===== src/rtl/hce_pkg.sv =====
package hce_pkg;
    // Kind bit stored per clause slot
    typedef enum logic {
        KIND_OR  = 1'b0,
        KIND_XOR = 1'b1
    } clause_kind_e;

    // Number of bits needed to hold a count up to max_len
    function automatic int cnt_width(input int max_len);
        return $clog2(max_len + 1);
    endfunction
endpackage


===== src/rtl/hce_store.sv =====
module hce_store #(
    parameter int NCLS = 6,
    parameter int LW   = 16,
    localparam int IW  = (NCLS > 1) ? $clog2(NCLS) : 1
) (
    input  logic                       clk_i,
    input  logic                       rst_ni,
    input  logic                       wr_en_i,
    input  logic [IW-1:0]              wr_idx_i,
    input  logic [LW-1:0]              wr_row_i,
    input  logic                       wr_xor_i,
    output logic [NCLS-1:0][LW-1:0]    rows_o,
    output logic [NCLS-1:0]            kind_o
);
    typedef struct packed {
        logic [NCLS-1:0][LW-1:0] rows;
        logic [NCLS-1:0]         kind;
    } store_t;

    store_t st_d, st_q;

    always_comb begin
        st_d = st_q;
        for (int i = 0; i < NCLS; i++) begin
            if (wr_en_i && (32'(wr_idx_i) == i)) begin
                st_d.rows[i] = wr_row_i;
                st_d.kind[i] = wr_xor_i;
            end
        end
    end

    always_ff @(posedge clk_i or negedge rst_ni) begin
        if (!rst_ni) st_q <= '0;
        else         st_q <= st_d;
    end

    assign rows_o = st_q.rows;
    assign kind_o = st_q.kind;

    for (genvar g = 0; g < NCLS; g++) begin : g_chk

        row_load_chk: assert property (@(posedge clk_i) disable iff (!rst_ni)
            (wr_en_i && (32'(wr_idx_i) == g)) |=>
                (rows_o[g] == $past(wr_row_i) && kind_o[g] == $past(wr_xor_i)));
    end
endmodule


===== src/rtl/hce_clause.sv =====
module hce_clause
    import hce_pkg::*;
#(
    parameter int LW   = 16,
    parameter int KMAX = 15,
    localparam int CW  = cnt_width(KMAX)
) (
    input  logic [LW-1:0] row_i,
    input  logic [LW-1:0] lits_i,
    input  logic          kind_i,
    output logic          viol_o,
    output logic          make_o,
    output logic          brk_o
);
    logic [LW-1:0] hit;
    logic [CW-1:0] cnt;
    logic          empty;

    assign hit   = row_i & lits_i;
    assign empty = (row_i == '0);

    always_comb begin
        cnt = '0;
        for (int p = 0; p < LW; p++) cnt = cnt + CW'(hit[p]);
    end

    always_comb begin
        viol_o = 1'b0;
        make_o = 1'b0;
        brk_o  = 1'b0;
        if (!empty) begin
            if (clause_kind_e'(kind_i) == KIND_XOR) begin
                make_o = ~cnt[0];
                brk_o  = cnt[0];
                viol_o = ~cnt[0];
            end else begin
                make_o = (cnt == '0);
                brk_o  = (cnt == CW'(1));
                viol_o = (cnt == '0);
            end
        end
    end
endmodule


===== src/rtl/hybrid_clause_eval.sv =====
module hybrid_clause_eval #(
    parameter int NVAR = 8,
    parameter int NCLS = 6,
    parameter int KMAX = 15,
    localparam int LW  = 2 * NVAR,
    localparam int IW  = (NCLS > 1) ? $clog2(NCLS) : 1
) (
    input  logic            clk_i,
    input  logic            rst_ni,
    input  logic [NVAR-1:0] vars_i,
    input  logic            wr_en_i,
    input  logic [IW-1:0]   wr_idx_i,
    input  logic [LW-1:0]   wr_row_i,
    input  logic            wr_xor_i,
    output logic [NCLS-1:0] viol_o,
    output logic [NCLS-1:0] make_o,
    output logic [NCLS-1:0] brk_o,
    output logic            all_sat_o
);
    typedef struct packed {
        logic [NCLS-1:0] viol;
        logic [NCLS-1:0] make;
        logic [NCLS-1:0] brk;
        logic            all_sat;
    } flags_t;

    localparam flags_t FLAGS_RST = '{viol: '0, make: '0, brk: '0, all_sat: 1'b1};

    logic [NCLS-1:0][LW-1:0] rows;
    logic [NCLS-1:0]         kind;
    logic [LW-1:0]           lits;
    logic [NCLS-1:0]         viol_c, make_c, brk_c;
    flags_t                  fl_d, fl_q;

    // Literal vector: true value at even position, complement at odd
    for (genvar j = 0; j < NVAR; j++) begin : g_lit
        assign lits[2*j]   = vars_i[j];
        assign lits[2*j+1] = ~vars_i[j];
    end

    hce_store #(.NCLS(NCLS), .LW(LW)) u_store (
        .clk_i    (clk_i),
        .rst_ni   (rst_ni),
        .wr_en_i  (wr_en_i),
        .wr_idx_i (wr_idx_i),
        .wr_row_i (wr_row_i),
        .wr_xor_i (wr_xor_i),
        .rows_o   (rows),
        .kind_o   (kind)
    );

    for (genvar i = 0; i < NCLS; i++) begin : g_cls
        hce_clause #(.LW(LW), .KMAX(KMAX)) u_cls (
            .row_i  (rows[i]),
            .lits_i (lits),
            .kind_i (kind[i]),
            .viol_o (viol_c[i]),
            .make_o (make_c[i]),
            .brk_o  (brk_c[i])
        );
    end

    always_comb begin
        fl_d         = fl_q;
        fl_d.viol    = viol_c;
        fl_d.make    = make_c;
        fl_d.brk     = brk_c;
        fl_d.all_sat = ~|viol_c;
    end

    always_ff @(posedge clk_i or negedge rst_ni) begin
        if (!rst_ni) fl_q <= FLAGS_RST;
        else         fl_q <= fl_d;
    end

    assign viol_o    = fl_q.viol;
    assign make_o    = fl_q.make;
    assign brk_o     = fl_q.brk;
    assign all_sat_o = fl_q.all_sat;


    make_brk_excl_chk: assert property (@(posedge clk_i) disable iff (!rst_ni)
        (make_o & brk_o) == '0);


    make_viol_chk: assert property (@(posedge clk_i) disable iff (!rst_ni)
        (make_o & ~viol_o) == '0);


    all_sat_chk: assert property (@(posedge clk_i) disable iff (!rst_ni)
        all_sat_o == (viol_o == '0));

    for (genvar i = 0; i < NCLS; i++) begin : g_achk

        empty_quiet_chk: assert property (@(posedge clk_i) disable iff (!rst_ni)
            (rows[i] == '0) |=> !(viol_o[i] || make_o[i] || brk_o[i]));
    end
endmodule


===== config.mk =====
export PLATFORM = sky130hd
export DESIGN_NAME = hybrid_clause_eval
export DESIGN_NICKNAME = d
export VERILOG_FILES = /design/src/rtl/hce_pkg.sv /design/src/rtl/hce_store.sv /design/src/rtl/hce_clause.sv /design/src/rtl/hybrid_clause_eval.sv
export SDC_FILE = /design/constraint.sdc
export NUM_CORES = 1
export LEC_CHECK = 0
export ABC_AREA = 1
export BUFFER_PORTS_ARGS = -buffer_cell sky130_fd_sc_hd__buf_4
export CAP_MARGIN = 0
export CORE_ASPECT_RATIO = 1.4
export CORE_MARGIN = 3
export CORE_UTILIZATION = 66
export CTS_CLUSTER_SIZE = 20
export DETAILED_ROUTE_END_ITERATION = 16
export GPL_TIMING_DRIVEN = 0
export PLACE_DENSITY = 0.86
export REMOVE_ABC_BUFFERS = 1
export SLEW_MARGIN = 0
export SYNTH_ARGS = -nofsm -noshare
export SYNTH_HDL_FRONTEND = slang
export SYNTH_SLANG_ARGS = --single-unit

===== constraint.sdc =====
create_clock -name clk_i -period 6.48 [get_ports clk_i]
set_input_delay 0 -clock clk_i [delete_from_list [all_inputs] [get_ports clk_i]]
set_output_delay 0 -clock clk_i [all_outputs]
set_load 0.01 [all_outputs]

==> impl_metrics.env <==
export IMPL_status="finished, final reports clean"
export IMPL_clk_pin_slew_ns=0.05
export IMPL_cts_sinks=115
export IMPL_skew_ns=0.00932
export IMPL_use_met3_pct=8.13
export IMPL_fp_dieW_um=94.5
export IMPL_synth_most_common_cell="nand2_1"
export IMPL_cp_end_kind="flop"
export IMPL_synth_fa_ha_area_share_pct=20.1
export IMPL_syn_to_final_growth_pct=15.2
export IMPL_netlist_area_sq_um=7240
export IMPL_synth_compound_area_share_pct=9.07
export IMPL_synth_edff_count=0
export IMPL_diodes=0
export IMPL_cts_max_level=4
export IMPL_busiest_layer="met2"
export IMPL_crit_family="adder cells"
export IMPL_tightestPinTransition_ns=0.750
export IMPL_dp_cells=1006
export IMPL_vdd_drop_max_uv=288
export IMPL_finalHoldViolations=0
export IMPL_max_stage_delay_ns=0.56
export IMPL_cts_buffer_depth=2
export IMPL_cts_resized=0
export IMPL_grt_total_usage_pct=33.1
export IMPL_io_pins=50
export IMPL_core_sq_um=10500
export IMPL_min_path_type="input port to flop"
export IMPL_fillers=619
export IMPL_worst_setup_path_start_kind="flop"
export IMPL_period_share_pct=70.2
export IMPL_clockRootBuffer="clkbuf_16"
export IMPL_synthXorXnorAreaFrac_pct=0
export IMPL_setup_tns_ns=0
export IMPL_period_needed_ns=4.55
export IMPL_leakagePower_nw=4.37
export IMPL_rows=44
export IMPL_finalNetCount=1013
export IMPL_drive_above_1_share_pct=12.4
export IMPL_p_per_area_nw_per_um2=449
export IMPL_antenna_found_initial=0
export IMPL_vias=5900
export IMPL_final_antenna_net_count=0
export IMPL_cpMaxStageDelayCell="fa_1"
export IMPL_max_freq_ghz=0.220
export IMPL_cts_tree="done"
export IMPL_syn_avg_cell_area_sq_um=8.57
export IMPL_cp_max_fo=3
export IMPL_final_util_pct=79.3
export IMPL_synth_main_ff_cell="dfrtp_1"
export IMPL_cap_violations=0
export IMPL_grtUsageMet2_pct=55.3
export IMPL_overflow=0
export IMPL_yosysTopAreaCellShare_pct=39.4
export IMPL_post_drt_via_cell_ratio=5.62
export IMPL_path_class="flop to flop"
export IMPL_gp_congestion=0.865
export IMPL_die_height_um=130
export IMPL_synth_top_family_by_area="adder cells"
export IMPL_initial_utilization_pct=68.8
export IMPL_first_global_vias=6243
export IMPL_ys_top_cells_by_count="216 x nand2_1, 137 x inv_1, 114 x dfrtp_1, 92 x nor2_1, 58 x o21ai_0"
export IMPL_cp_data_required_time_ns=6.83
export IMPL_drv_slew=0
export IMPL_met1_usage_pct=37.2
export IMPL_wl_per_cell_um=17.5
export IMPL_grt_pass1_wl_mm=29.9
export IMPL_synth_seq_cells=115
export IMPL_syn_instance_count=845
export IMPL_cts_buffers=17
export IMPL_grt_max_degree=116
export IMPL_slew_headroom_pct=49.8
export IMPL_dp_hpwl_mm=12.1
export IMPL_arrival_ns=4.90
export IMPL_synth_top_area_cell="dfrtp_1"
export IMPL_dr_pass1_iters=7
export IMPL_drcViolationCount=0
export IMPL_clk_latency_ns=0.42
export IMPL_stdcell_count=1049
export IMPL_yosysUniqueCellTypes=28
export IMPL_ys_async_sr_fraction_pct=100
export IMPL_drt_iter0_markers=452
export IMPL_cp_common_cell="fa_1"
export IMPL_ys_warnings_count=0
export IMPL_ys_seq_area_share_pct=39.8
export IMPL_die_area_sq_um=12300
export IMPL_synth_area_leaders="dfrtp_1 39%, fa_1 15%, nand2_1 11%, inv_1 7.1%, ha_1 5.2%"
export IMPL_wirelength_mm=18.4
export IMPL_cp_cell_sequence="mux2i_1 > fa_1 > fa_1 > inv_1 > fa_1 > fa_1 > fa_1 > fa_1 > inv_1 > nand2_1 > nor2_1 > nand3_1 > nand2_1 > nand2_1 > nand3_1 > nor2_1"
export IMPL_yosys_area_share_simple_pct=19.1
export IMPL_cp_num_buf_inv=2
export IMPL_port_buffers=49
export IMPL_rsz0062_at_grt="no"
export IMPL_finalSetupViolations=0
export IMPL_synthMuxAreaShare_pct=1.61
## cells in the final DEF, fill, tap and decap left out, drive strengths merged
cell and n:
a21oi 17, buf 50, bufinv 4, clkbuf 17, clkinv 6, clkinvlp 2, conb 6, dfrtp 114
dfstp 1, dlygate4sd3 10, fa 54, ha 30, inv 141, mux2 5, mux2i 6, nand2 220
nand3 28, nand3b 1, nor2 94, o21ai 103, or2 2
## where the power goes
part,internal [mW],switching (mW),leakage (nW)
Combinational,0.706,1.04,2.62
Clock,0.647,0.357,0.304
Sequential,0.885,0.109,1.45
Total,2.24,1.50,4.37
## worst register-to-register path, stage by stage, from the launching register on
cell and delay [ns]:
dfrtp_1 0.40, mux2i_1 0.22, fa_1 0.47, fa_1 0.56, inv_1 0.08, fa_1 0.53
fa_1 0.53, fa_1 0.48, fa_1 0.51, inv_1 0.04, nand2_1 0.06, nor2_1 0.04
nand3_1 0.08, nand2_1 0.07, nand2_1 0.15, nand3_1 0.13, nor2_1 0.13
## repair_timing
| action | in CTS | in global routing |
|---|---|---|
| buffers inserted | 0 | 0 |
| hold buffers | 9 | 1 |
| endpoints found under the setup margin | 0 | 0 |
| endpoints found under the hold margin | 137 | 8 |
## per-stage QoR
step / hold slack, ns / setup slack [ns] / instance area, sq um / power (mW)
after floorplan: -0.296 / 2.38 / 7030 / 2.22
after global placement: 0.361 / 2.08 / 7570 / 2.55
after detailed placement: 0.380 / 1.96 / 7570 / 2.69
after CTS: 0.00557 / 1.92 / 8300 / 3.74
after global routing: 0.0345 / 1.69 / 8340 / 4.07
final: 0.0218 / 1.93 / 8340 / 3.74
## cell type report
type                            instances  area [sq um]  area share [%]
Clock buffer                           17           425            5.10
Timing Repair Buffer                   60           499            5.99
Sequential cell                       115          2880            34.5
Multi-Input combinational cell        566          3640            43.6
Clock inverter                         15           206            2.48
Inverter                              138           518            6.21
Tap cell                              138           173            2.07
## sequential cells by signal (all words and copies together) (netlist names)
name / cells
u_store.rows_o: 96
brk_o: 6
make_o: 6
u_store.kind_o: 6
all_sat_o: 1
## kinds of logic after synthesis
logic type	after synthesis
AND/OR/NAND/NOR	345
buffers and inverters	169
AO/OA/AOI/OAI	120
flip-flops	115
adder cells (fa/ha/maj)	84
multiplexers	11
other	1
## layer usage
metal | vias to the layer above | part of all wire (%)
li1 | 2683 | -
met1 | 2804 | 34
met2 | 297 | 51
met3 | 116 | 8.1
met4 | 0 | 7.2
met5 | - | 0
## final timing paths
check | startpoint | endpoint | slack [ns] | depth (start not counted)
max | u_store.rows_o[64]$_DFFE_PN0P_ | all_sat_o$_DFF_PN1_ | 1.93 | 16
min | wr_row_i[15] | u_store.rows_o[31]$_DFFE_PN0P_ | 0.02 | 3
max reg2reg | u_store.rows_o[64]$_DFFE_PN0P_ | all_sat_o$_DFF_PN1_ | 1.93 | 16
min reg2reg | u_store.kind_o[1]$_DFFE_PN0P_ | u_store.kind_o[1]$_DFFE_PN0P_ | 0.49 | 2
max in group asynchronous | rst_ni | u_store.rows_o[78]$_DFFE_PN0P_ | 5.28 | 4
min in group asynchronous | rst_ni | u_store.rows_o[25]$_DFFE_PN0P_ | 0.48 | 3
Power figures use the tool's default switching activity.
